$ cat config.mk
export PLATFORM = sky130hd
export DESIGN_NAME = ddr_cmd_decoder
export DESIGN_NICKNAME = d
export VERILOG_FILES = /design/src/rtl/ddr_cmd_pkg.sv /design/src/rtl/ddr_cmd_field_decode.sv /design/src/rtl/ddr_cmd_seq_fsm.sv /design/src/rtl/ddr_bank_tracker.sv /design/src/rtl/ddr_cmd_decoder.sv
export SDC_FILE = /design/constraint.sdc
export NUM_CORES = 1
export LEC_CHECK = 0
export ABC_AREA = 1
export ABC_CLOCK_PERIOD_IN_PS = 2090
export BUFFER_PORTS_ARGS = -buffer_cell sky130_fd_sc_hd__clkbuf_2
export CAP_MARGIN = 40
export CORE_UTILIZATION = 51
export DETAILED_ROUTE_END_ITERATION = 10
export PLACE_DENSITY = 0.83
export SLEW_MARGIN = 40
export SYNTH_ARGS = -nofsm -noshare
export SYNTH_HDL_FRONTEND = slang
export SYNTH_HIERARCHICAL = 1
export SYNTH_SLANG_ARGS = --single-unit
$ cat constraint.sdc
create_clock -name clk -period 2.09 [get_ports clk]
set_input_delay 0.1045 -clock clk [delete_from_list [all_inputs] [get_ports clk]]
set_output_delay 0.1045 -clock clk [all_outputs]
set_load 0.005 [all_outputs]
$ cat src/rtl/ddr_cmd_pkg.sv
package ddr_cmd_pkg;

    typedef enum logic [3:0] {
        CMD_NOP  = 4'd0,
        CMD_MRS  = 4'd1,
        CMD_EMRS = 4'd2,
        CMD_ACT  = 4'd3,
        CMD_RD   = 4'd4,
        CMD_WR   = 4'd5,
        CMD_PRE  = 4'd6,
        CMD_PREA = 4'd7,
        CMD_BST  = 4'd8,
        CMD_REF  = 4'd9,
        CMD_SREF = 4'd10
    } cmd_e;

    localparam int NUM_CMD = 11;

    typedef enum logic [1:0] {
        ST_READY    = 2'd0,
        ST_MRD_HOLD = 2'd1,
        ST_SELF_REF = 2'd2
    } seq_state_e;

endpackage

$ cat src/rtl/ddr_cmd_field_decode.sv
module ddr_cmd_field_decode
    import ddr_cmd_pkg::*;
#(
    parameter int BANK_BITS = 2,
    parameter int ADDR_BITS = 13,
    parameter int AP_BIT    = 10
) (
    input  logic                 cke_prev,
    input  logic                 cke_cur,
    input  logic                 cs_n,
    input  logic                 ras_n,
    input  logic                 cas_n,
    input  logic                 we_n,
    input  logic [BANK_BITS-1:0] ba,
    input  logic [ADDR_BITS-1:0] addr,
    output cmd_e                 cmd,
    output logic                 ap_flag
);

    logic [2:0] strobes;
    assign strobes = {ras_n, cas_n, we_n};

    always_comb begin
        cmd = CMD_NOP;
        if (!cke_prev || cs_n) begin
            cmd = CMD_NOP;
        end else if (!cke_cur) begin
            // falling clock enable only means something with refresh
            cmd = (strobes == 3'b001) ? CMD_SREF : CMD_NOP;
        end else begin
            unique case (strobes)
                3'b000:  cmd = ba[0] ? CMD_EMRS : CMD_MRS;
                3'b001:  cmd = CMD_REF;
                3'b010:  cmd = addr[AP_BIT] ? CMD_PREA : CMD_PRE;
                3'b011:  cmd = CMD_ACT;
                3'b100:  cmd = CMD_WR;
                3'b101:  cmd = CMD_RD;
                3'b110:  cmd = CMD_BST;
                default: cmd = CMD_NOP;
            endcase
        end
    end

    assign ap_flag = addr[AP_BIT] && ((cmd == CMD_RD) || (cmd == CMD_WR));

endmodule

$ cat src/rtl/ddr_cmd_seq_fsm.sv
module ddr_cmd_seq_fsm
    import ddr_cmd_pkg::*;
#(
    parameter int BANK_BITS  = 2,
    parameter int MRD_CYCLES = 2
) (
    input  logic                    clk,
    input  logic                    rst_n,
    input  logic                    cke_prev,
    input  logic                    cke_cur,
    input  cmd_e                    cmd_raw,
    input  logic [BANK_BITS-1:0]    bank,
    input  logic [(1<<BANK_BITS)-1:0] bank_open,
    output cmd_e                    cmd_eff,
    output logic                    illegal,
    output logic                    self_ref
);

    localparam int CNT_W = $clog2(MRD_CYCLES + 1);
    localparam logic [CNT_W-1:0] HOLD_LOAD = CNT_W'(MRD_CYCLES - 1);
    localparam logic [CNT_W-1:0] HOLD_LAST = CNT_W'(1);

    seq_state_e       state_q, state_d;
    logic [CNT_W-1:0] cnt_q, cnt_d;

    logic any_open;
    logic tgt_open;
    logic needs_idle;

    assign any_open = |bank_open;
    assign tgt_open = bank_open[bank];

    // state register
    always_ff @(posedge clk) begin
        if (!rst_n) begin
            state_q <= ST_READY;
            cnt_q   <= '0;
        end else begin
            state_q <= state_d;
            cnt_q   <= cnt_d;
        end
    end

    // outputs: effective command and legality
    always_comb begin
        cmd_eff = (state_q == ST_SELF_REF) ? CMD_NOP : cmd_raw;
        needs_idle = (cmd_eff == CMD_MRS) || (cmd_eff == CMD_EMRS) ||
                     (cmd_eff == CMD_REF) || (cmd_eff == CMD_SREF);
        illegal = 1'b0;
        if ((state_q == ST_MRD_HOLD) && (cmd_eff != CMD_NOP))
            illegal = 1'b1;
        if ((cmd_eff == CMD_ACT) && tgt_open)
            illegal = 1'b1;
        if (((cmd_eff == CMD_RD) || (cmd_eff == CMD_WR)) && !tgt_open)
            illegal = 1'b1;
        if (needs_idle && any_open)
            illegal = 1'b1;
        self_ref = (state_q == ST_SELF_REF);
    end

    // transitions
    always_comb begin
        state_d = state_q;
        cnt_d   = cnt_q;
        unique case (state_q)
            ST_READY: begin
                if (!illegal && ((cmd_eff == CMD_MRS) || (cmd_eff == CMD_EMRS))) begin
                    state_d = ST_MRD_HOLD;
                    cnt_d   = HOLD_LOAD;
                end else if (!illegal && (cmd_eff == CMD_SREF)) begin
                    state_d = ST_SELF_REF;
                end
            end
            ST_MRD_HOLD: begin
                if (cnt_q <= HOLD_LAST) begin
                    state_d = ST_READY;
                    cnt_d   = '0;
                end else begin
                    cnt_d = cnt_q - 1'b1;
                end
            end
            ST_SELF_REF: begin
                if (!cke_prev && cke_cur)
                    state_d = ST_READY;
            end
            default: begin
                state_d = ST_READY;
                cnt_d   = '0;
            end
        endcase
    end

endmodule

$ cat src/rtl/ddr_bank_tracker.sv
module ddr_bank_tracker
    import ddr_cmd_pkg::*;
#(
    parameter int BANK_BITS = 2
) (
    input  logic                      clk,
    input  logic                      rst_n,
    input  cmd_e                      cmd,
    input  logic                      legal,
    input  logic                      ap_flag,
    input  logic [BANK_BITS-1:0]      bank,
    output logic [(1<<BANK_BITS)-1:0] bank_open
);

    localparam int NUM_BANKS = 1 << BANK_BITS;

    for (genvar gi = 0; gi < NUM_BANKS; gi++) begin : g_bank
        logic hit;
        logic do_open;
        logic do_close;

        assign hit      = (bank == BANK_BITS'(gi));
        assign do_open  = legal && hit && (cmd == CMD_ACT);
        assign do_close = legal && ((cmd == CMD_PREA) ||
                                    (hit && (cmd == CMD_PRE)) ||
                                    (hit && ap_flag &&
                                     ((cmd == CMD_RD) || (cmd == CMD_WR))));

        always_ff @(posedge clk) begin
            if (!rst_n)
                bank_open[gi] <= 1'b0;
            else if (do_open)
                bank_open[gi] <= 1'b1;
            else if (do_close)
                bank_open[gi] <= 1'b0;
        end
    end

endmodule

$ cat src/rtl/ddr_cmd_decoder.sv
module ddr_cmd_decoder
    import ddr_cmd_pkg::*;
#(
    parameter int BANK_BITS  = 2,
    parameter int ADDR_BITS  = 13,
    parameter int AP_BIT     = 10,
    parameter int MRD_CYCLES = 2
) (
    input  logic                      clk,
    input  logic                      rst_n,
    input  logic                      cke_prev,
    input  logic                      cke_cur,
    input  logic                      cs_n,
    input  logic                      ras_n,
    input  logic                      cas_n,
    input  logic                      we_n,
    input  logic [BANK_BITS-1:0]      ba,
    input  logic [ADDR_BITS-1:0]      addr,
    output logic [NUM_CMD-1:0]        cmd_oh,
    output logic [BANK_BITS-1:0]      cmd_bank,
    output logic                      auto_pre,
    output logic                      all_banks,
    output logic [ADDR_BITS-1:0]      mode_op,
    output logic [(1<<BANK_BITS)-1:0] bank_open,
    output logic                      illegal,
    output logic                      self_ref
);

    cmd_e cmd_raw;
    cmd_e cmd_eff;
    logic ap_raw;
    logic ill_now;
    logic banked;

    ddr_cmd_field_decode #(
        .BANK_BITS(BANK_BITS),
        .ADDR_BITS(ADDR_BITS),
        .AP_BIT   (AP_BIT)
    ) u_decode (
        .cke_prev(cke_prev),
        .cke_cur (cke_cur),
        .cs_n    (cs_n),
        .ras_n   (ras_n),
        .cas_n   (cas_n),
        .we_n    (we_n),
        .ba      (ba),
        .addr    (addr),
        .cmd     (cmd_raw),
        .ap_flag (ap_raw)
    );

    ddr_cmd_seq_fsm #(
        .BANK_BITS (BANK_BITS),
        .MRD_CYCLES(MRD_CYCLES)
    ) u_seq (
        .clk      (clk),
        .rst_n    (rst_n),
        .cke_prev (cke_prev),
        .cke_cur  (cke_cur),
        .cmd_raw  (cmd_raw),
        .bank     (ba),
        .bank_open(bank_open),
        .cmd_eff  (cmd_eff),
        .illegal  (ill_now),
        .self_ref (self_ref)
    );

    ddr_bank_tracker #(
        .BANK_BITS(BANK_BITS)
    ) u_banks (
        .clk      (clk),
        .rst_n    (rst_n),
        .cmd      (cmd_eff),
        .legal    (!ill_now),
        .ap_flag  (ap_raw),
        .bank     (ba),
        .bank_open(bank_open)
    );

    assign banked = (cmd_eff == CMD_ACT) || (cmd_eff == CMD_RD) ||
                    (cmd_eff == CMD_WR)  || (cmd_eff == CMD_PRE);

    always_ff @(posedge clk) begin
        if (!rst_n) begin
            cmd_oh    <= NUM_CMD'(1);
            cmd_bank  <= '0;
            auto_pre  <= 1'b0;
            all_banks <= 1'b0;
            mode_op   <= '0;
            illegal   <= 1'b0;
        end else begin
            cmd_oh    <= NUM_CMD'(1) << cmd_eff;
            cmd_bank  <= banked ? ba : '0;
            auto_pre  <= ap_raw && (cmd_eff != CMD_NOP);
            all_banks <= (cmd_eff == CMD_PREA);
            mode_op   <= ((cmd_eff == CMD_MRS) || (cmd_eff == CMD_EMRS)) ? addr : '0;
            illegal   <= ill_now;
        end
    end

endmodule

=== Word-level counts from Yosys, hierarchy flattened ===
Index checks and enable logic that the tools add are counted.

* Bits in read-only memories: 0
* Logic and storage cells: 138
* Input port bits: 23
* Output and inout port bits: 34
* RAM bits: 0
* Register bits after elaboration: 37
* Latch bits: 0
* Memories: 0

* Add/sub/neg operators: 1
* Multiply operators: 0
* Shift-type cells: 1
* Div/mod/pow operators: 0
* Equal/unequal tests: 26
* Multiplexer cells: 29
* Bitwise logic cells: 1
* Reduce and logical (&&, ||, !) cells: 66
* $lt $le $gt $ge: 2

{| class="wikitable"
|+ Operator list
! kind !! number
|-
| 1-bit logical AND || 33
|-
| 4-bit case mux with 7 select lines || 1
|-
| 4-bit by 3-bit == test with 1-bit output (second input constant) || 6
|-
| 1-bit logical OR || 17
|-
| 4-bit two-way mux || 4
|-
| 1-bit two-way mux || 14
|-
| 2-bit two-way mux || 7
|-
| 2-bit case mux with 3 select lines || 2
|-
| 1-bit by 4-bit left shift with 11-bit output (first input constant) || 1
|-
| 3-bit == test (second input constant) || 3
|-
| 4-bit by 2-bit == test with 1-bit output (second input constant) || 2
|-
| 4-bit == test (second input constant) || 2
|-
| 2-bit nonzero test || 4
|-
| 2-bit == test (second input constant) || 3
|-
| 3-bit by 2-bit == test with 1-bit output (second input constant) || 2
|-
| 2-bit AND reduction || 3
|-
| 2-bit by 1-bit == test with 1-bit output (second input constant) || 2
|-
| 4-bit by 1-bit == test with 1-bit output (second input constant) || 1
|-
| 2-bit zero test || 2
|-
| 2-bit by 1-bit != test with 1-bit output (second input constant) || 2
|-
| 4-bit nonzero test || 1
|-
| 4-bit OR reduction || 1
|-
| 3-bit by 1-bit == test with 1-bit output (second input constant) || 1
|-
| 1-bit zero test || 3
|-
| other kinds (9) || 9
|}

=== Longest topological paths before layout ===
Gate-level depths: netlist of the first run.

* Depth in word-level cells: 16
* Depth in mapped cells: 17
* Gate-level depth less buffers: 16

=== Cells and area by module ===
Netlist of the first run, hierarchy kept.

{| class="wikitable"
|+ Modules (own cells, without submodules)
! module !! cells each !! seq. area each (um2) !! times used !! area an instance (um2)
|-
| ddr_cmd_decoder || 96 || 580.6 || 1 || 894.6
|-
| ddr_cmd_seq_fsm || 83 || 80.1 || 1 || 504.2
|-
| ddr_bank_tracker || 59 || 80.1 || 1 || 345.3
|-
| ddr_cmd_field_decode || 35 || 0.0 || 1 || 165.2
|}

=== Worst setup path before layout of the first run ===
No wires, ideal clock.

* Path type: input to register
* Start point: input addr[10]
* End point: register u_banks.bank_open[1]
* Cell stages on the path: 15
* Setup time: 0.070 ns
* Buffers on the path: 1
* Slack: 0.606 ns
* Data arrival time: 1.414 ns
* Data required time: 2.020 ns
* Path through: bufinv_8 nor2_1 nor2_1 nor2_1 o21ai_2 inv_2 nand2_2 nor2_2 nor2_4 nand2_2 inv_1 buf_8 nand2_1 nand2_1 a21oi_1

* Word-level cells in the longest chain between the ends: 15
* Elaborated cells between the ends (all ways): 42
* Classes of those cells: eq/ne (11); mux (10); reduce/logical (21)

{| class="wikitable"
|+ RTL lines
! what !! RTL line !! text
|-
| from (decl) || ddr_cmd_decoder.sv:18 || <nowiki>input logic [ADDR_BITS-1:0] addr,</nowiki>
|-
| 1-bit two-way mux (*) || ddr_cmd_field_decode.sv:34 || <nowiki>3'b010: cmd = addr[AP_BIT] ? CMD_PREA : CMD_PRE;</nowiki>
|-
| 4-bit case mux with 7 select lines (*) || ddr_cmd_field_decode.sv:31 || <nowiki>unique case (strobes)</nowiki>
|-
| 4-bit two-way mux (*) || ddr_cmd_field_decode.sv:27 || <nowiki>end else if (!cke_cur) begin</nowiki>
|-
| 4-bit two-way mux (*) || ddr_cmd_field_decode.sv:25 || <nowiki>if (!cke_prev || cs_n) begin</nowiki>
|-
| via cmd_raw[0] || ddr_cmd_decoder.sv:29 || <nowiki>cmd_e cmd_raw;</nowiki>
|-
| 4-bit two-way mux (*) || ddr_cmd_seq_fsm.sv:46 || <nowiki>cmd_eff = (state_q == ST_SELF_REF) ? CMD_NOP : cmd_raw;</nowiki>
|-
| 4-bit nonzero test (tied with other cells) || ddr_cmd_seq_fsm.sv:50 || <nowiki>if ((state_q == ST_MRD_HOLD) && (cmd_eff != CMD_NOP))</nowiki>
|-
| 1-bit logical AND or 1-bit logical OR (tied branches) || ddr_cmd_seq_fsm.sv:50, ddr_cmd_seq_fsm.sv:47 ||
|-
| 1-bit two-way mux or 1-bit logical OR (tied branches) || ddr_cmd_seq_fsm.sv:50, ddr_cmd_seq_fsm.sv:47 ||
|-
| 1-bit two-way mux or 1-bit logical OR (tied branches) || ddr_cmd_seq_fsm.sv:52, ddr_cmd_seq_fsm.sv:48 ||
|-
| 1-bit two-way mux or 1-bit logical AND (tied branches) || ddr_cmd_seq_fsm.sv:54, ddr_cmd_seq_fsm.sv:56 ||
|-
| 1-bit two-way mux (*) || ddr_cmd_seq_fsm.sv:56 || <nowiki>if (needs_idle && any_open)</nowiki>
|-
| via ill_now || ddr_cmd_decoder.sv:32 || <nowiki>logic ill_now;</nowiki>
|-
| 1-bit zero test (*) || ddr_cmd_decoder.sv:74 || <nowiki>.legal (!ill_now),</nowiki>
|-
| 1-bit logical AND (2 in series) || ddr_bank_tracker.sv:23 || <nowiki>assign do_open = legal && hit && (cmd == CMD_ACT);</nowiki>
|-
| 1-bit two-way mux or 2-bit nonzero test (tied branches) || n/a ||
|-
| to (signal, indexed assignment) || ddr_bank_tracker.sv:31 || <nowiki>bank_open[gi] <= 1'b0;</nowiki>
|-
| to (signal, indexed assignment) || ddr_bank_tracker.sv:33 || <nowiki>bank_open[gi] <= 1'b1;</nowiki>
|-
| to (signal, indexed assignment) || ddr_bank_tracker.sv:35 || <nowiki>bank_open[gi] <= 1'b0;</nowiki>
|-
| to (decl) || ddr_bank_tracker.sv:12 || <nowiki>output logic [(1<<BANK_BITS)-1:0] bank_open</nowiki>
|}

Mark *: on every way through the listed nets, which the timed path passes. The rest lies on a longest branch.
A chain may end at the register's enable or synchronous reset.

=== Worst setup path after layout of the first run ===
* Start point: register u_seq.state_q[0]
* End point: register mode_op[7]

* Word-level cells in the longest chain between the ends: 5
* Elaborated cells between the ends (all ways): 6
* Classes of those cells: eq/ne (3); mux (1); reduce/logical (2)

{| class="wikitable"
|+ RTL lines
! what !! RTL line !! text
|-
| from (decl) || ddr_cmd_seq_fsm.sv:23 || <nowiki>seq_state_e state_q, state_d;</nowiki>
|-
| from (signal assigned) || ddr_cmd_seq_fsm.sv:39 || <nowiki>state_q <= state_d;</nowiki>
|-
| 2-bit == test (*) || ddr_cmd_seq_fsm.sv:46 ||
|-
| 4-bit two-way mux (*) || ddr_cmd_seq_fsm.sv:46 ||
|-
| via cmd_eff[1] || ddr_cmd_decoder.sv:30 || <nowiki>cmd_e cmd_eff;</nowiki>
|-
| 4-bit by 1-bit == test with 1-bit output or 4-bit by 2-bit == test with 1-bit output (tied branches) || ddr_cmd_decoder.sv:96 || <nowiki>mode_op <= ((cmd_eff == CMD_MRS) || (cmd_eff == CMD_EMRS)) ? addr : '0;</nowiki>
|-
| 1-bit logical OR (*) || ddr_cmd_decoder.sv:96 ||
|-
| 2-bit AND reduction (no source line) (*) || n/a ||
|-
| to (signal assigned) || ddr_cmd_decoder.sv:96 ||
|-
| to (decl) || ddr_cmd_decoder.sv:23 || <nowiki>output logic [ADDR_BITS-1:0] mode_op,</nowiki>
|}

Marks and branches as above.

==> impl_metrics.env, run 1 <==
export IMPL_outcome="finished clean"
export IMPL_synthFlopType="dfxtp_1"
export IMPL_die_w_um=63.2
export IMPL_post_route_util_pct=66.5
export IMPL_ys_async_sr_fraction_pct=0
export IMPL_synth_compound_area_share_pct=5.83
export IMPL_synthXorXnorAreaFrac_pct=0
export IMPL_worstRegToRegCells=8
export IMPL_crit_type="register to register"
export IMPL_synth_edf_count=0
export IMPL_hp_class="input port to register"
export IMPL_hold_depth=3
export IMPL_antenna_cells=0
export IMPL_required_ps=2300
export IMPL_nNetsFinal=357
export IMPL_die_height_um=63.2
export IMPL_p_total_mw=1.35
export IMPL_relSlewSlack_pct=66.8
export IMPL_cts_sinks=37
export IMPL_start_kind="register"
export IMPL_yosysMostFrequentCell="inv_1"
export IMPL_fp_row_count=21
export IMPL_cts_root_buffer="clkbuf_8"
export IMPL_top_level_ports=57
export IMPL_firstDrtPassIters=4
export IMPL_yosysUniqueCellTypes=24
export IMPL_synth_seq_cells=37
export IMPL_critPathCaptureType="register"
export IMPL_cp_arrival_ps=1930
export IMPL_grt_usage_pct=19.8
export IMPL_area_delta_synth_final_pct=20.8
export IMPL_netlist_top_cells_count="57 x inv_1, 55 x nand2_1, 37 x dfxtp_1"
export IMPL_via_per_inst=4.55
export IMPL_grt_ovfl_total=0
export IMPL_finalCriticalPeriod_ps=1720
export IMPL_drtIter0Drc=55
export IMPL_synthSimpleGateAreaFrac_pct=40.4
export IMPL_die_area_mm2=0.00399
export IMPL_muxShareOfSynthArea_pct=0
export IMPL_gp_congestion=0.924
export IMPL_vias=1734
export IMPL_ir_drop_uv=427
export IMPL_grt_max_degree=14
export IMPL_antenna_found_initial=0
export IMPL_start_util_pct=55.1
export IMPL_layout_cells_non_filler=381
export IMPL_setup_violations=0
export IMPL_synth_area_top_cells="dfxtp_1 39%, inv_1 11%, nand2_1 11%"
export IMPL_syn_nets=296
export IMPL_hpwl_um=2890
export IMPL_cts_tree="done"
export IMPL_portBuffers=56
export IMPL_wl_um=3620
export IMPL_avgSynthCellArea_um2=6.99
export IMPL_hold_buffers=0
export IMPL_worstSkewPairLatency_ps=280
export IMPL_rsz0062_at_grt="no"
export IMPL_cts_buffer_depth=2
export IMPL_worstMarginPinSlew_ps=497
export IMPL_crit_fanout=13
export IMPL_finalHoldViolations=0
export IMPL_wl_per_cell_um=9.49
export IMPL_fin_skew_ps=6.95
export IMPL_cts_htree_levels=2
export IMPL_synth_top_area_share_pct=38.8
export IMPL_yosysWarnings=6
export IMPL_place_inst=373
export IMPL_syn_inst=273
export IMPL_synth_top_cell_by_area="dfxtp_1"
export IMPL_slew_violations=0
export IMPL_drc_errors=0
export IMPL_p_per_area_mw_per_mm2=585
export IMPL_core_mm2=0.00347
export IMPL_drive_gt1_share_pct=34.3
export IMPL_finalCritPeriodShare_pct=82.4
export IMPL_syn_area_mm2=0.00191
export IMPL_drv_cap=0
export IMPL_p_leak_nw=1.25
export IMPL_grt_pass1_vias=1566
export IMPL_rrSetupSlack_ps=370
export IMPL_drtAntennaViolNets=0
export IMPL_synth_top_family_by_area="simple AND/OR/NAND/NOR gates"
export IMPL_ctsResizeCount=0
export IMPL_grt_pass1_wl_um=6250
export IMPL_cts_buffers=5
export IMPL_ys_seq_area_share_pct=38.8
export IMPL_max_freq_mhz=581
export IMPL_fin_tns_setup_ps=0
export IMPL_cts_clk_slew_worst_paths_ps=70
export IMPL_synth_adder_area_share_pct=0
export IMPL_post_cts_buffers=0
[worst max-delay path: stages (launching register included)]
cell and delay (ps):
dfxtp_1 370, inv_2 50, nand2_4 130, nand2_1 70, inv_1 210, inv_1 100
nand2_2 110, nand4_2 390, nor2_1 210
[where the power goes]
group	switching, mW	internal [mW]
clock	0.239	0.230
sequential	0.00422	0.717
combinational	0.101	0.0580
[cell type report]
cell class	count	area [um^2]
clock inverters	3	17.5
repair buffers	56	280
flip-flops and latches	37	741
well taps	46	57.6
clock buffers	5	68.8
inverters	65	260
multi-input cells	169	882
fillers	331	1160
[cells in the final DEF (no fill, tap or decap), drive strengths merged]
master,Yosys,routed
nand2,67,67
inv,64,64
clkbuf,0,61
nor2,52,52
dfxtp,37,37
nand3,26,26
a21oi,13,13
nand4,4,4
o21ai,4,4
clkinv,0,2
nor3,2,2
clkinvlp,0,1
bufinv,1,1
o21bai,1,1
[per-stage QoR]
| stage | cell area (um^2) | hold slack [ps] | setup WS, ps |
|---|---|---|---|
| after floorplan | 1910 | 198 | 606 |
| after global placement | 2220 | 305 | 224 |
| after detailed placement | 2220 | 315 | 111 |
| after CTS | 2310 | 9.11 | 348 |
| after global routing | 2310 | 13.9 | 132 |
| final | 2310 | 11.1 | 368 |
[flip-flops by register name, summed over array words and instances, names as in the netlist]
name,count
mode_op,13
cmd_oh,11
u_banks/bank_open,4
cmd_bank,2
u_seq/cnt_q,2
u_seq/state_q,2
all_banks,1
auto_pre,1
illegal,1
[routing by layer]
metal  vias to the layer above  part of all wire [%]  global-route usage [%]
li1                        933                     -                       -
met1                       735                    45                    23.3
met2                        64                    46                    33.9
met3                         2                   8.3                    6.34
met4                         0                  0.39                    6.25
met5                         -                     0                       0
[cells by family (layout without fill, tap and decap cells)]
kind of cell / Yosys count / after routing
compound gates: 18 / 18
buf+inv: 67 / 129
flops: 37 / 37
simple gates: 151 / 151
[path summary, 6_finish.rpt]
kind                     from        endpoint
min                   addr[6]      mode_op[6]
max reg2reg  u_seq/state_q[0]      mode_op[7]
min reg2reg    u_seq/cnt_q[0]  u_seq/cnt_q[0]
max          u_seq/state_q[0]      mode_op[7]
No activity file was read; power rests on OpenSTA's default activity.
==> run 2: changes to the inputs <==
ABC_AREA = 0   (was 1)
ABC_CLOCK_PERIOD_IN_PS = 1700   (was 2090)
CORE_UTILIZATION = 49   (was 51)
clock period = 1.7 ns   (was 2.09 ns; I/O delays follow)
==> impl_metrics.env, run 2 <==
export IMPL_max_freq_mhz=468
export IMPL_r2r_end="u_banks/bank_open[1]"
export IMPL_antenna_found_initial=0
export IMPL_rrSetupSlack_ps=-440
export IMPL_hpwl_um=2730
export IMPL_post_route_util_pct=79.6
export IMPL_ys_async_sr_fraction_pct=0
export IMPL_mostFrequentLayoutCell="clkbuf_2"
export IMPL_regMostFlops="mode_op"
export IMPL_area_delta_synth_final_pct=52.4
export IMPL_drtIter0Drc=53
export IMPL_die_area_mm2=0.00354
export IMPL_synth_top_family_by_area="simple AND/OR/NAND/NOR gates"
export IMPL_cts_tree="done"
export IMPL_die_height_um=59.5
export IMPL_portBuffers=56
export IMPL_synth_top_cell_by_area="dfxtp_1"
export IMPL_cp_arrival_ps=2390
export IMPL_rsz0062_at_grt="yes"
export IMPL_hold_depth=3
export IMPL_ys_seq_area_share_pct=45.7
export IMPL_start_kind="register"
export IMPL_place_inst=291
export IMPL_syn_area_mm2=0.00162
export IMPL_grt_pass1_wl_um=6910
export IMPL_cts_sinks=37
export IMPL_crit_path_start="u_banks/bank_open[3]"
export IMPL_finalCriticalPeriod_ps=2140
export IMPL_synth_top_area_share_pct=45.7
export IMPL_p_leak_nw=1.16
export IMPL_yosysMostFrequentCell="dfxtp_1"
export IMPL_finalHoldViolations=0
export IMPL_drv_cap=0
export IMPL_slew_violations=0
export IMPL_relSlewSlack_pct=73.6
export IMPL_crit_end="u_banks/bank_open[1]"
export IMPL_cts_htree_levels=2
export IMPL_start_util_pct=52.2
export IMPL_worstRegToRegCells=8
export IMPL_crit_fanout=4
export IMPL_drive_gt1_share_pct=46.5
export IMPL_firstDrtPassIters=6
export IMPL_drtAntennaViolNets=0
export IMPL_grt_pass1_vias=1597
export IMPL_fillers=196
export IMPL_seq_area_um2=742
export IMPL_crit_type="register to register"
export IMPL_cts_clk_slew_worst_paths_ps=110
export IMPL_vias=1659
export IMPL_largest_register_ffs=13
export IMPL_hp_class="input port to register"
export IMPL_synthFlopType="dfxtp_1"
export IMPL_wl_um=4370
export IMPL_synthSimpleGateAreaFrac_pct=34.6
export IMPL_post_place_ws_ps=-612
export IMPL_muxShareOfSynthArea_pct=2.32
export IMPL_worstMarginPinSlew_ps=396
export IMPL_die_w_um=59.5
export IMPL_yosysUniqueCellTypes=48
export IMPL_gp_congestion=0.879
export IMPL_avgSynthCellArea_um2=9.70
export IMPL_synth_edf_count=0
export IMPL_netlist_top_cells_count="37 x dfxtp_1, 16 x and3_1, 12 x nand2_1"
export IMPL_drc_errors=0
export IMPL_core_mm2=0.00310
export IMPL_cts_root_buffer="clkbuf_4"
export IMPL_fin_skew_ps=6.75
export IMPL_layout_cells_non_filler=315
export IMPL_grt_ovfl_total=0
export IMPL_required_ps=1960
export IMPL_layout_common_cells="56 x clkbuf_2, 36 x dfxtp_1, 34 x buf_4"
export IMPL_cts_buffer_depth=2
export IMPL_critPathCaptureType="register"
export IMPL_setup_violations=5
export IMPL_synth_seq_cells=37
export IMPL_syn_inst=167
export IMPL_synth_compound_area_share_pct=12.8
export IMPL_worstSkewPairLatency_ps=330
export IMPL_ir_drop_uv=494
export IMPL_multi_input_area_um2=908
export IMPL_synth_adder_area_share_pct=0
export IMPL_antenna_cells=0
export IMPL_via_per_inst=5.27
export IMPL_finalCritPeriodShare_pct=126
export IMPL_grt_max_degree=19
export IMPL_grt_usage_pct=26.1
export IMPL_fp_row_count=20
export IMPL_outcome="finished with violations"
export IMPL_syn_nets=190
export IMPL_p_per_area_mw_per_mm2=658
export IMPL_fin_hold_ws_ps=92.9
export IMPL_cts_buffers=5
export IMPL_largestRegisters="mode_op: 13 flops, cmd_oh: 11 flops, u_banks/bank_open: 4 flops"
export IMPL_yosysWarnings=6
export IMPL_synthXorXnorAreaFrac_pct=1.08
export IMPL_wl_per_cell_um=13.9
export IMPL_top_level_ports=57
export IMPL_r2r_start="u_banks/bank_open[3]"
export IMPL_layout_setup_ws_ps=-438
export IMPL_violations="negative setup slack"
export IMPL_nNetsFinal=293
export IMPL_synth_area_top_cells="dfxtp_1 46%, and3_1 6.2%, nand3b_1 3.2%"
export IMPL_p_total_mw=1.62
[run 2: cell families after synthesis]
group                  count (synthesis)
AO/OA/AOI/OAI                         27
XOR/XNOR                               2
buffers and inverters                 12
flip-flops                            37
multiplexers                           2
AND/OR/NAND/NOR                       87
[run 2: per-stage QoR]
| stage | setup TNS [ps] | instance area [um^2] |
|---|---|---|
| floorplan | -1170 | 1630 |
| global placement | -8570 | 2160 |
| detailed placement | -9940 | 2160 |
| CTS | -1690 | 2410 |
| global route | -2230 | 2470 |
| finish | -2000 | 2470 |
[run 2: final cells by class]
type | instances | area share, %
timing repair buffer | 105 | 27.9
multi-input combinational | 118 | 36.8
clock buffer | 6 | 2.08
inverter | 3 | 0.456
sequential | 37 | 30.0
clock inverter | 2 | 0.557
tap | 44 | 2.23
[run 2: report_power, final]
group / internal (mW) / total (mW) / switching, mW
Combinational: 0.137 / 0.253 / 0.116
Sequential: 0.881 / 0.887 / 0.00566
Clock: 0.202 / 0.484 / 0.283
[run 2: worst min-delay path by stage]
| stage | from | end | slack (ps) |
|---|---|---|---|
| finish | addr[10] | mode_op[10] | 90 |
| global route | addr[10] | mode_op[10] | 100 |
| global placement | addr[8] | mode_op[8] | 310 |
| detailed placement | rst_n | cmd_oh[0] | 310 |
| floorplan | rst_n | u_seq/state_q[1] | 230 |
| CTS | addr[10] | mode_op[10] | 90 |
[run 2: worst max-delay path, cell delays in order (launching register included)]
cell	delay, ps
dfxtp_2	340
mux4_2	490
mux2_4	330
o31ai_4	200
o21ai_2	100
inv_1	70
and4bb_1	210
nand3_2	140
o221ai_2	190
[run 2: layer usage]
metal  up-vias  share of wire, %  global-route usage, %
li1        820                 -                      -
met1       778                41                   28.2
met2        53                52                   46.4
met3         8               5.9                   6.99
met4         0               1.7                   13.6
met5         -                 0                      0
[run 2: repair_timing]
item	CTS	global route
hold buffers	13	0
gates resized for setup	7	11
hold endpoints to repair	13	0
pin swaps	2	2
setup buffers	3	0
endpoints found under the setup margin	6	30
==> run 3: changes to the inputs <==
SETUP_SLACK_MARGIN = 0.2   (was default)
==> impl_metrics.env, run 3 (synthesized netlist as in run 2, its figures left out) <==
export IMPL_outcome="finished with violations"
export IMPL_violations="negative setup slack"
export IMPL_top_level_ports=57
export IMPL_crit_type="register to register"
export IMPL_relSlewSlack_pct=71.8
export IMPL_grt_pass1_wl_um=7170
export IMPL_seqPwrFrac_pct=53.2
export IMPL_portBuffers=56
export IMPL_place_inst=291
export IMPL_antenna_found_initial=0
export IMPL_grt_pass1_vias=1616
export IMPL_worstSkewPairLatency_ps=360
export IMPL_cts_clk_slew_worst_paths_ps=120
export IMPL_antenna_cells=0
export IMPL_path_delay_family="multiplexers"
export IMPL_firstDrtPassIters=4
export IMPL_mostFrequentLayoutCell="clkbuf_2"
export IMPL_cts_htree_levels=2
export IMPL_layout_setup_ws_ps=-456
export IMPL_cp_arrival_ps=2440
export IMPL_cts_buffers=5
export IMPL_finalCritPeriodShare_pct=127
export IMPL_hp_class="input port to register"
export IMPL_cts_root_buffer="clkbuf_4"
export IMPL_hpwl_um=2920
export IMPL_setup_violations=5
export IMPL_worstMarginPinSlew_ps=419
export IMPL_gp_congestion=0.846
export IMPL_core_mm2=0.00310
export IMPL_clkPwrFrac_pct=30.9
export IMPL_fillers=195
export IMPL_p_total_mw=1.67
export IMPL_start_util_pct=52.2
export IMPL_required_ps=1980
export IMPL_layout_cells_non_filler=315
export IMPL_via_per_inst=5.40
export IMPL_ir_drop_uv=421
export IMPL_finalHoldViolations=0
export IMPL_cts_tree="done"
export IMPL_cts_sinks=37
export IMPL_p_comb_share_pct=15.8
export IMPL_drtIter0Drc=79
export IMPL_start_kind="register"
export IMPL_internal_power_mw=1.22
export IMPL_critPathCaptureType="register"
export IMPL_die_height_um=59.5
export IMPL_critPathBufInv=1
export IMPL_regMostFlops="mode_op"
export IMPL_rsz0062_at_grt="yes"
export IMPL_p_leak_nw=1.17
export IMPL_area_delta_synth_final_pct=53.1
export IMPL_drive_gt1_share_pct=48.3
export IMPL_p_switching_mw=0.443
export IMPL_die_w_um=59.5
export IMPL_drv_cap=0
export IMPL_layout_common_cells="56 x clkbuf_2, 34 x buf_4, 33 x dfxtp_1"
export IMPL_drtAntennaViolNets=0
export IMPL_fin_skew_ps=14.0
export IMPL_p_per_area_mw_per_mm2=672
export IMPL_die_area_mm2=0.00354
export IMPL_max_freq_mhz=464
export IMPL_largest_register_ffs=13
export IMPL_grt_usage_pct=27.9
export IMPL_drc_errors=0
export IMPL_grt_ovfl_total=0
export IMPL_fp_row_count=20
export IMPL_fin_tns_setup_ps=-2160
export IMPL_largestRegisters="mode_op: 13 flops, cmd_oh: 11 flops, u_banks/bank_open: 4 flops"
export IMPL_grt_max_degree=18
export IMPL_path_cells="mux4_2 > mux2_4 > o31ai_4 > o21ai_2 > inv_1 > and4bb_1 > nand3_2 > o211ai_1"
export IMPL_nNetsFinal=293
export IMPL_cts_buffer_depth=2
export IMPL_finalCriticalPeriod_ps=2160
export IMPL_p_sw_share_pct=26.6
export IMPL_slowest_stage="mux4_2"
export IMPL_critical_path_max_stage_delay_ps=470
export IMPL_crit_fanout=4
export IMPL_wl_per_cell_um=15.3
export IMPL_slew_violations=0
export IMPL_vias=1700
export IMPL_wl_um=4830
-- run 3: cell types whose count changed in the layout (fill, tap and decap cells not counted), sizes merged --
cell         delta
dlygate4sd3     -1
buf             +1
-- run 3: per-stage QoR --
step                      cell area (um^2)  util (%)  setup WS (ps)  hold slack, ps
after floorplan                       1640         -           -304             226
after global placement                2170      70.0           -524             312
after detailed placement              2170      70.0           -689             314
after CTS                             2420      77.9           -345            3.43
after global routing                  2480      80.0           -536            31.1
final                                 2480      80.0           -456            13.1
-- run 3: power by group through the flow --
| stage | clock [mW] | combinational, mW | sequential, mW |
|---|---|---|---|
| 2_1_floorplan | 0 | 0.0968 | 0.909 |
| 3_3_place_gp | 0 | 0.202 | 0.905 |
| 3_5_place_dp | 0 | 0.206 | 0.906 |
| 4_1_cts | 0.520 | 0.241 | 0.887 |
| 5_1_grt | 0.566 | 0.285 | 0.889 |
| 6_report | 0.515 | 0.264 | 0.887 |
-- run 3: area by class of cell --
class	count	area, um^2	share of cell area (%)
clock buffer	6	51.3	2.07
inverter	3	11.3	0.454
multi-input combinational	118	921	37.1
sequential	37	746	30.1
clock inverter	2	13.8	0.555
timing repair buffer	105	683	27.5
tap	44	55.1	2.22
-- run 3: repair_timing --
item                                    CTS  global route
endpoints found under the setup margin   27            32
gates resized for setup                  11            17
hold buffers                             12             0
endpoints found under the hold margin    12             0
cloned                                    0             1
setup buffers                             3             0
pin swaps                                 3             6
-- run 3: worst paths after layout --
check | start | to | slack [ps] | cells past startpoint
worst max-delay path | u_banks/bank_open[3] | u_banks/bank_open[3] | -460 | 8
worst min-delay path | rst_n | u_seq/state_q[1] | 10 | 3
worst max register to register | u_banks/bank_open[3] | u_banks/bank_open[3] | -460 | 8
worst min register to register | u_seq/cnt_q[1] | u_seq/cnt_q[0] | 530 | 2
-- run 3: tightest hold or removal path: stages --
cell,delay (ps)
clkbuf_2,130
nand2_1,80
a21oi_1,60
-- run 3: metal layers --
metal | vias up | GRT usage [%] | wire length [um]
li1 | 827 | - | -
met3 | 14 | 9.39 | 362
met5 | - | 0 | 0
met1 | 785 | 31.4 | 2020
met2 | 74 | 47.0 | 2330
met4 | 0 | 13.3 | 111
